### src/rtl/alu8_pkg.sv
package alu8_pkg;

    typedef enum logic [4:0] {
        OP_ADD  = 5'd0,
        OP_ADDC = 5'd1,
        OP_SUB  = 5'd2,
        OP_SUBB = 5'd3,
        OP_CMP  = 5'd4,
        OP_AND  = 5'd5,
        OP_OR   = 5'd6,
        OP_XOR  = 5'd7,
        OP_BTST = 5'd8,
        OP_NOT  = 5'd9,
        OP_NEG  = 5'd10,
        OP_INC  = 5'd11,
        OP_DEC  = 5'd12,
        OP_CLR  = 5'd13,
        OP_TST  = 5'd14,
        OP_SHL  = 5'd15,
        OP_SAR  = 5'd16,
        OP_SHR  = 5'd17,
        OP_ROL  = 5'd18,
        OP_ROR  = 5'd19
    } alu_op_e;

    typedef enum logic [2:0] {
        SH_LEFT  = 3'd0,
        SH_ARITH = 3'd1,
        SH_LOGIC = 3'd2,
        SH_ROTL  = 3'd3,
        SH_ROTR  = 3'd4
    } shift_e;

    typedef enum logic [1:0] {
        LG_AND = 2'd0,
        LG_OR  = 2'd1,
        LG_XOR = 2'd2
    } logic_e;

    localparam int NFLAG = 5;
    localparam int FB_C  = 0;
    localparam int FB_Z  = 1;
    localparam int FB_N  = 2;
    localparam int FB_H  = 3;
    localparam int FB_V  = 4;

    localparam logic [NFLAG-1:0] EN_ALL   = 5'b11111;
    localparam logic [NFLAG-1:0] EN_VNZC  = 5'b10111;
    localparam logic [NFLAG-1:0] EN_VNZ   = 5'b10110;

endpackage

### src/rtl/alu8_arith.sv
module alu8_arith #(
    parameter int W = 8
) (
    input  logic [W-1:0] a_i,
    input  logic [W-1:0] b_i,
    input  logic         cin_i,
    input  logic         sub_i,
    output logic [W-1:0] sum_o,
    output logic         c_o,
    output logic         h_o,
    output logic         v_o
);
    localparam int HB = W / 2;

    logic [W:0]  full_d;
    logic [HB:0] low_d;

    always_comb begin
        if (sub_i) begin
            full_d = {1'b0, a_i} - {1'b0, b_i} - {{W{1'b0}}, cin_i};
            low_d  = '0;
        end else begin
            full_d = {1'b0, a_i} + {1'b0, b_i} + {{W{1'b0}}, cin_i};
            low_d  = {1'b0, a_i[HB-1:0]} + {1'b0, b_i[HB-1:0]} + {{HB{1'b0}}, cin_i};
        end
        sum_o = full_d[W-1:0];
        c_o   = full_d[W];
        h_o   = low_d[HB];
        if (sub_i)
            v_o = (a_i[W-1] != b_i[W-1]) && (full_d[W-1] != a_i[W-1]);
        else
            v_o = (a_i[W-1] == b_i[W-1]) && (full_d[W-1] != a_i[W-1]);
    end

endmodule

### src/rtl/alu8_logic.sv
module alu8_logic
    import alu8_pkg::*;
#(
    parameter int W = 8
) (
    input  logic [1:0]   kind_i,
    input  logic [W-1:0] a_i,
    input  logic [W-1:0] b_i,
    output logic [W-1:0] res_o
);
    always_comb begin
        unique case (logic_e'(kind_i))
            LG_OR:   res_o = a_i | b_i;
            LG_XOR:  res_o = a_i ^ b_i;
            default: res_o = a_i & b_i;
        endcase
    end

endmodule

### src/rtl/alu8_shift.sv
module alu8_shift
    import alu8_pkg::*;
#(
    parameter int W = 8
) (
    input  logic [2:0]   kind_i,
    input  logic [W-1:0] b_i,
    input  logic         cin_i,
    output logic [W-1:0] res_o,
    output logic         cout_o
);
    always_comb begin
        res_o  = b_i;
        cout_o = 1'b0;
        case (shift_e'(kind_i))
            SH_LEFT: begin
                res_o  = {b_i[W-2:0], 1'b0};
                cout_o = b_i[W-1];
            end
            SH_ARITH: begin
                res_o  = {b_i[W-1], b_i[W-1:1]};
                cout_o = b_i[0];
            end
            SH_LOGIC: begin
                res_o  = {1'b0, b_i[W-1:1]};
                cout_o = b_i[0];
            end
            SH_ROTL: begin
                res_o  = {b_i[W-2:0], cin_i};
                cout_o = b_i[W-1];
            end
            SH_ROTR: begin
                res_o  = {cin_i, b_i[W-1:1]};
                cout_o = b_i[0];
            end
            default: begin
                res_o  = b_i;
                cout_o = 1'b0;
            end
        endcase
    end

endmodule

### src/rtl/alu8_core.sv
module alu8_core
    import alu8_pkg::*;
#(
    parameter int W = 8
) (
    input  logic               clk,
    input  logic               rst_n,
    input  logic [4:0]         op_i,
    input  logic [W-1:0]       acc_i,
    input  logic [W-1:0]       opd_i,
    input  logic               cin_i,
    output logic [W-1:0]       result_q,
    output logic               res_we_q,
    output logic [NFLAG-1:0]   flags_q,
    output logic [NFLAG-1:0]   fwe_q
);
    typedef struct packed {
        logic [W-1:0]     res;
        logic             we;
        logic [NFLAG-1:0] flg;
        logic [NFLAG-1:0] fwe;
    } alu_out_t;

    alu_op_e  op;
    alu_out_t nxt_d;
    alu_out_t out_q;

    assign op = alu_op_e'(op_i);

    // shared adder / subtractor operand selection
    logic [W-1:0] ar_a_d, ar_b_d, ar_sum;
    logic         ar_cin_d, ar_sub_d, ar_c, ar_h, ar_v;

    always_comb begin
        ar_a_d   = acc_i;
        ar_b_d   = opd_i;
        ar_cin_d = 1'b0;
        ar_sub_d = 1'b0;
        case (op)
            OP_ADDC: ar_cin_d = cin_i;
            OP_SUB, OP_CMP: ar_sub_d = 1'b1;
            OP_SUBB: begin
                ar_sub_d = 1'b1;
                ar_cin_d = cin_i;
            end
            OP_NEG: begin
                ar_a_d   = '0;
                ar_sub_d = 1'b1;
            end
            OP_INC: begin
                ar_a_d = opd_i;
                ar_b_d = W'(1);
            end
            OP_DEC: begin
                ar_a_d   = opd_i;
                ar_b_d   = W'(1);
                ar_sub_d = 1'b1;
            end
            default: ;
        endcase
    end

    alu8_arith #(.W(W)) u_arith (
        .a_i   (ar_a_d),
        .b_i   (ar_b_d),
        .cin_i (ar_cin_d),
        .sub_i (ar_sub_d),
        .sum_o (ar_sum),
        .c_o   (ar_c),
        .h_o   (ar_h),
        .v_o   (ar_v)
    );

    logic [1:0]   lg_kind_d;
    logic [W-1:0] lg_res;

    always_comb begin
        case (op)
            OP_OR:   lg_kind_d = LG_OR;
            OP_XOR:  lg_kind_d = LG_XOR;
            default: lg_kind_d = LG_AND;
        endcase
    end

    alu8_logic #(.W(W)) u_logic (
        .kind_i (lg_kind_d),
        .a_i    (acc_i),
        .b_i    (opd_i),
        .res_o  (lg_res)
    );

    logic [2:0]   sh_kind_d;
    logic [W-1:0] sh_res;
    logic         sh_c;

    always_comb begin
        case (op)
            OP_SAR:  sh_kind_d = SH_ARITH;
            OP_SHR:  sh_kind_d = SH_LOGIC;
            OP_ROL:  sh_kind_d = SH_ROTL;
            OP_ROR:  sh_kind_d = SH_ROTR;
            default: sh_kind_d = SH_LEFT;
        endcase
    end

    alu8_shift #(.W(W)) u_shift (
        .kind_i (sh_kind_d),
        .b_i    (opd_i),
        .cin_i  (cin_i),
        .res_o  (sh_res),
        .cout_o (sh_c)
    );

    // result, flag and enable selection
    always_comb begin
        logic [W-1:0]     r;
        logic             v, h, c, we;
        logic [NFLAG-1:0] en;
        r  = '0;
        v  = 1'b0;
        h  = 1'b0;
        c  = 1'b0;
        we = 1'b1;
        en = '0;
        case (op)
            OP_ADD, OP_ADDC: begin
                r  = ar_sum;
                v  = ar_v;
                h  = ar_h;
                c  = ar_c;
                en = EN_ALL;
            end
            OP_SUB, OP_SUBB, OP_CMP: begin
                r  = ar_sum;
                v  = ar_v;
                c  = ar_c;
                en = EN_VNZC;
                we = (op != OP_CMP);
            end
            OP_AND, OP_OR, OP_XOR, OP_BTST: begin
                r  = lg_res;
                en = EN_VNZ;
                we = (op != OP_BTST);
            end
            OP_NOT: begin
                r  = ~opd_i;
                c  = 1'b1;
                en = EN_VNZC;
            end
            OP_NEG: begin
                r  = ar_sum;
                v  = ar_v;
                c  = ar_c;
                en = EN_VNZC;
            end
            OP_INC, OP_DEC: begin
                r  = ar_sum;
                v  = ar_v;
                en = EN_VNZ;
            end
            OP_CLR: begin
                r  = '0;
                en = EN_VNZ;
            end
            OP_TST: begin
                r  = opd_i;
                en = EN_VNZ;
                we = 1'b0;
            end
            OP_SHL, OP_SAR, OP_SHR, OP_ROL, OP_ROR: begin
                r  = sh_res;
                c  = sh_c;
                v  = sh_res[W-1] ^ sh_c;
                en = EN_VNZC;
            end
            default: begin
                we = 1'b0;
                en = '0;
            end
        endcase
        nxt_d.res = r;
        nxt_d.we  = we;
        nxt_d.fwe = en;
        nxt_d.flg = {v, h, r[W-1], ~|r, c} & en;
    end

    always_ff @(posedge clk or negedge rst_n) begin
        if (!rst_n)
            out_q <= '0;
        else
            out_q <= nxt_d;
    end

    assign result_q = out_q.res;
    assign res_we_q = out_q.we;
    assign flags_q  = out_q.flg;
    assign fwe_q    = out_q.fwe;

endmodule

### config.mk
export PLATFORM = sky130hd
export DESIGN_NAME = alu8_core
export DESIGN_NICKNAME = d
export VERILOG_FILES = /design/src/rtl/alu8_pkg.sv /design/src/rtl/alu8_arith.sv /design/src/rtl/alu8_logic.sv /design/src/rtl/alu8_shift.sv /design/src/rtl/alu8_core.sv
export SDC_FILE = /design/constraint.sdc
export NUM_CORES = 1
export LEC_CHECK = 0
export BUFFER_PORTS_ARGS = -buffer_cell sky130_fd_sc_hd__buf_2
export CORE_MARGIN = 2
export CORE_UTILIZATION = 51
export CTS_BUF_LIST = sky130_fd_sc_hd__clkbuf_4 sky130_fd_sc_hd__clkbuf_8
export DETAILED_ROUTE_END_ITERATION = 6
export GPL_TIMING_DRIVEN = 0
export PLACE_DENSITY = 0.77
export SLEW_MARGIN = 20
export SYNTH_ARGS = -nofsm -noshare
export SYNTH_HDL_FRONTEND = slang
export SYNTH_SLANG_ARGS = --single-unit
### constraint.sdc
create_clock -name clk -period 0.8 [get_ports clk]
set_clock_uncertainty 0.15 [all_clocks]
set_input_delay 0.04 -clock clk [delete_from_list [all_inputs] [get_ports clk]]
set_output_delay 0.04 -clock clk [all_outputs]
set_load 0.02 [all_outputs]
Word level (Yosys, flattened, before mapping)

Cells that the tools add are included.

Add/sub/neg operators: 6
$mul: 0
Divide/modulo/power cells: 0
Order comparisons: 0
Eq/ne operators: 30
Shift-type cells: 0
Mux-type cells: 18
Bitwise logic cells: 6
Reduce and logical (&&, ||, !) cells: 20

Operator list:

| operator                                                         | number |
|---|---|
| 8-bit case mux with 5 select lines                               | 2 |
| 5-bit by 4-bit == test with 1-bit output (second input constant) | 8 |
| 8-bit case mux with 2 select lines                               | 2 |
| 8-bit OR reduction                                               | 3 |
| 5-bit by 3-bit == test with 1-bit output (second input constant) | 4 |
| 5-bit == test (second input constant)                            | 4 |
| 5-bit case mux with 3 select lines                               | 1 |
| 3-bit case mux with 4 select lines                               | 1 |
| 12-bit OR reduction                                              | 1 |
| 5-bit by 2-bit == test with 1-bit output (second input constant) | 2 |
| 10-bit OR reduction                                              | 1 |
| 5-bit OR reduction                                               | 2 |
| 8-bit by 8-bit adder with 9-bit output                           | 1 |
| 9-bit by 1-bit adder with 9-bit output                           | 1 |
| 9-bit 2-to-1 mux                                                 | 1 |
| 8-bit by 8-bit subtractor with 9-bit output                      | 1 |
| 9-bit by 1-bit subtractor with 9-bit output                      | 1 |
| 8-bit bitwise AND                                                | 1 |
| 8-bit 2-to-1 mux                                                 | 1 |
| 8-bit inverter                                                   | 1 |
| 8-bit bitwise OR                                                 | 1 |
| 2-bit OR reduction                                               | 4 |
| 8-bit bitwise XOR                                                | 1 |
| 3-bit by 2-bit == test with 1-bit output (second input constant) | 2 |
| 25 further kinds                                                 | 33 |

Register bits: 19
Latch bits: 0
RAM bits: 0
Memory bits (read-only): 0
Input port bits: 24
Output and inout bits: 19
Memories kept: 0

Longest topological paths before layout

Word-level depth: 11
Mapped depth: 17
Gate-level depth less buffers: 14

Cells and area by module

A second synthesis with hierarchy kept.

Cell total of the unflattened synthesis: 388
Area, all modules: 3060.4 µm²

Modules (own cells, without submodules):

| module     | instances | cells each | area each (µm²) | sequential area each (µm²) |
|---|---|---|---|---|
| alu8_core  | 1         | 144        | 1236.2          | 425.4 |
| alu8_arith | 1         | 130        | 1001.0          | 0.0 |
| alu8_logic | 1         | 70         | 481.7           | 0.0 |
| alu8_shift | 1         | 44         | 341.6           | 0.0 |

Least setup slack after synthesis

OpenSTA, ideal clock, no wires.

Path type: input-to-reg
Start point: input port op_i[1]
End point: register out_q, in the netlist flags_q[1]
Arrival: 3.298 ns
Setup slack: -2.743 ns
Stages on the path: 14
Path through: or3b_1 > buf_2 > a21boi_1 > clkbuf_1 > a22oi_1 > fa_1 > fa_1 > nand2b_1 > a2111oi_0 > or3_1 > xor2_1 > o221ai_1 > nand4bb_1 > nor4_2

RTL lines:

| item                   | RTL line         | source |
|---|---|---|
| start: declaration     | alu8_core.sv:8   | `input logic [4:0] op_i,` |
| end signal: assignment | alu8_core.sv:191 | `out_q <= nxt_d;` |
| end: declaration       | alu8_core.sv:26  | `alu_out_t out_q;` |

==> flow_summary.json <==
{
  "syn_area_um2": 2600,
  "violations": "hold timing, setup timing",
  "max_stage_delay_ns": 0.43,
  "start_util": 0.540,
  "port_buffers": 42,
  "regArea_um2": 427,
  "synthTopCellsByArea": "ha_1 18%, dfrtp_1 16%, inv_1 6.6%",
  "via_per_inst": 6.07,
  "syn_area_per_cell_um2": 7.86,
  "synth_flop_cell": "dfrtp_1",
  "holdPathEnd": "fwe_q[3]$_DFF_PN0_",
  "cts_tree": "done",
  "synth_warnings": 0,
  "hold_slack_ns": -0.0239,
  "synth-seq-cells": 17,
  "overflow": 0,
  "grt_max_degree": 18,
  "cts_max_level": 1,
  "combPwrFrac": 0.647,
  "fillers": 323,
  "hold_violations": 1,
  "grt_use_total": 0.290,
  "clock-sinks": 17,
  "ys_types": 67,
  "fmaxAchievable_ghz": 0.306,
  "synth_nets": 396,
  "final.setup.tns_ns": -30.33,
  "outcome": "complete, but fails checks",
  "crit_slowest_cell": "fa_2",
  "dieArea_um2": 5690,
  "synth_largest_area_cell": "ha_1",
  "hold_depth": 3,
  "sw_frac_of_total": 0.406,
  "placed_cells": 440,
  "synth_common_cells": "46 x inv_1, 37 x ha_1, 24 x nor2_1, 22 x nand2_1, 18 x o21ai_0",
  "slew_violations": 0,
  "cts_buffer_depth": 2,
  "rsz0062_at_grt": "true",
  "wl_per_cell_um": 17.7,
  "drive_above_1_share": 0.384,
  "io_pins": 43,
  "crit_chain": "buf_8 > buf_12 > clkbuf_16 > nand3b_1 > a21boi_4 > buf_8 > or2_4 > fa_2 > fa_2 > nand2b_4 > a2111oi_2 > or3_4 > buf_4 > buf_6 > o21ai_4 > xnor2_2 > o21ai_2 > o221ai_1",
  "setup_violations": 35,
  "vias": 2901,
  "die_x_um": 75.4,
  "synth_edf_count": 0,
  "antenna_cells": 0,
  "antenna_found_initial": 0,
  "pwr-share-seq": 0.216,
  "p_leak_uw": 0.00179,
  "die_y_um": 75.4,
  "cts_hold_repair.buffers": 1,
  "p_int_uw": 2800,
  "ant_nets": 0,
  "drc_errors": 0,
  "cts-root-buf": "clkbuf_8",
  "maxCapViolCount": 0,
  "synth-async-reset-ratio": 1.00,
  "multi_input_area_um2": 2280,
  "layout-area-overhead-vs-synth_pct": 46.7,
  "irDropWorstVdd_mv": 0.935,
  "synth_top_area_share": 0.178,
  "grt_pass1_vias": 2615,
  "period_minus_slack_ns": 3.27,
  "slew_headroom": 0.627,
  "critPathMaxFanout": 6,
  "power.switching_uw": 1920,
  "grt_pass1_wl_um": 12600,
  "row_count": 25,
  "min-delay-start": "op_i[2]",
  "clkTransAtPathRegs_ns": 0.06,
  "wl_um": 8480,
  "ys_seq_area_frac": 0.164,
  "worst_slack_ns": -2.47,
  "yosysMostFrequentCell": "inv_1",
  "critPathCaptureType": "register",
  "clockPowerShare": 0.137,
  "stdcell_count": 478,
  "path_class": "primary input to register",
  "arrival_ns": 3.23,
  "nets": 477,
  "routabilityCongestion": 0.913,
  "critPathLaunchType": "primary input",
  "core_area_um2": 4820,
  "dr.pass1.iters": 5,
  "hold_path.class": "primary input to register",
  "hpwl_um": 5750,
  "synth_cells": 331,
  "crit_required_ns": 0.76,
  "fin_crit_sh": 4.09,
  "drtIter0Drc": 333,
  "worst_slew_pin_slew_ns": 0.560,
  "cts_inserted_buffers": 3,
  "power_density_nw_per_um2": 1240
}
## layout make-up
type / instances / share of cell area
Multi-Input combinational cell: 251 / 0.599
Timing Repair Buffer: 78 / 0.173
Sequential cell: 17 / 0.112
Inverter: 48 / 0.0482
Buffer: 13 / 0.0331
Tap cell: 67 / 0.0220
Clock buffer: 4 / 0.0128
## power groups by stage
stage / combinational (uW) / clock, uW / sequential [uW]
final: 3050 / 646 / 1020
after CTS: 2630 / 647 / 1020
after detailed placement: 2100 / 0 / 1000
after floorplan: 1390 / 0 / 1160
after global placement: 2070 / 0 / 1000
after global routing: 3260 / 682 / 1030
## critical path: cells and delay by family
kind,cells,cell delay [ns]
simple gates,4,0.91
fa+ha+maj,2,0.82
buf+inv,6,0.75
compound gates,5,0.61
xor+xnor,1,0.09
## worst max path at each step
| stage | startpoint | end | slack [ns] | cells after the start |
|---|---|---|---|---|
| global placement | op_i[1] | flags_q[1]$_DFF_PN0_ | -2.82 | 15 |
| detailed placement | op_i[1] | flags_q[1]$_DFF_PN0_ | -2.82 | 15 |
| floorplan | op_i[1] | flags_q[1]$_DFF_PN0_ | -2.28 | 14 |
| CTS | op_i[1] | flags_q[1]$_DFF_PN0_ | -2.32 | 15 |
| finish | op_i[1] | flags_q[0]$_DFF_PN0_ | -2.47 | 18 |
| global route | op_i[1] | flags_q[1]$_DFF_PN0_ | -2.57 | 18 |
## cells in the final DEF (no fill, tap or decap), drive strengths merged, types with 11 or more instances in the layout
master	n
nand2	22
inv	47
a21oi	15
o21ai	21
a22oi	11
ha	37
buf	82
nor2	24
clkbuf	12
dfrtp	17
## flip-flops by register name (all words and copies together) (netlist names)
signal / count
result_q: 8
flags_q: 5
res_we_q: 1
fwe_q: 3
## routing by layer
| layer | track usage | up-vias | routed length, um |
|---|---|---|---|
| met1 | 0.390 | 1343 | 3410 |
| met2 | 0.484 | 178 | 4020 |
| met5 | 0 | - | 0 |
| li1 | - | 1343 | - |
| met3 | 0.0238 | 37 | 749 |
| met4 | 0.109 | 0 | 293 |
## per-stage QoR
stage | hold WS, ns | instance area, um^2 | setup WS [ns] | utilization | total power, uW
2_1_floorplan | -0.406 | 2750 | -2.28 | - | 2550
3_3_place_gp | -0.196 | 3040 | -2.82 | 0.631 | 3070
3_5_place_dp | -0.194 | 3040 | -2.82 | 0.631 | 3110
4_1_cts | 0.0157 | 3570 | -2.32 | 0.741 | 4300
5_1_grt | -0.00457 | 3810 | -2.57 | 0.792 | 4970
6_report | -0.0239 | 3810 | -2.47 | 0.792 | 4720
## logic make-up after synthesis
| logic type | count (synthesis) | share of synthesized area |
|---|---|---|
| mux | 6 | 0.0231 |
| buf+inv | 63 | 0.0972 |
| fa+ha+maj | 41 | 0.209 |
| compound gates | 95 | 0.266 |
| simple gates | 96 | 0.194 |
| xor+xnor | 13 | 0.0467 |
| flops | 17 | 0.164 |
## what timing repair did
action / CTS / global route
buffers inserted: 23 / 12
pin swaps: 29 / 30
resized for setup: 80 / 42
endpoints found under the setup margin: 35 / 36
endpoints found under the hold margin: 17 / 1
Note: power is estimated with default switching activity, not from simulation.
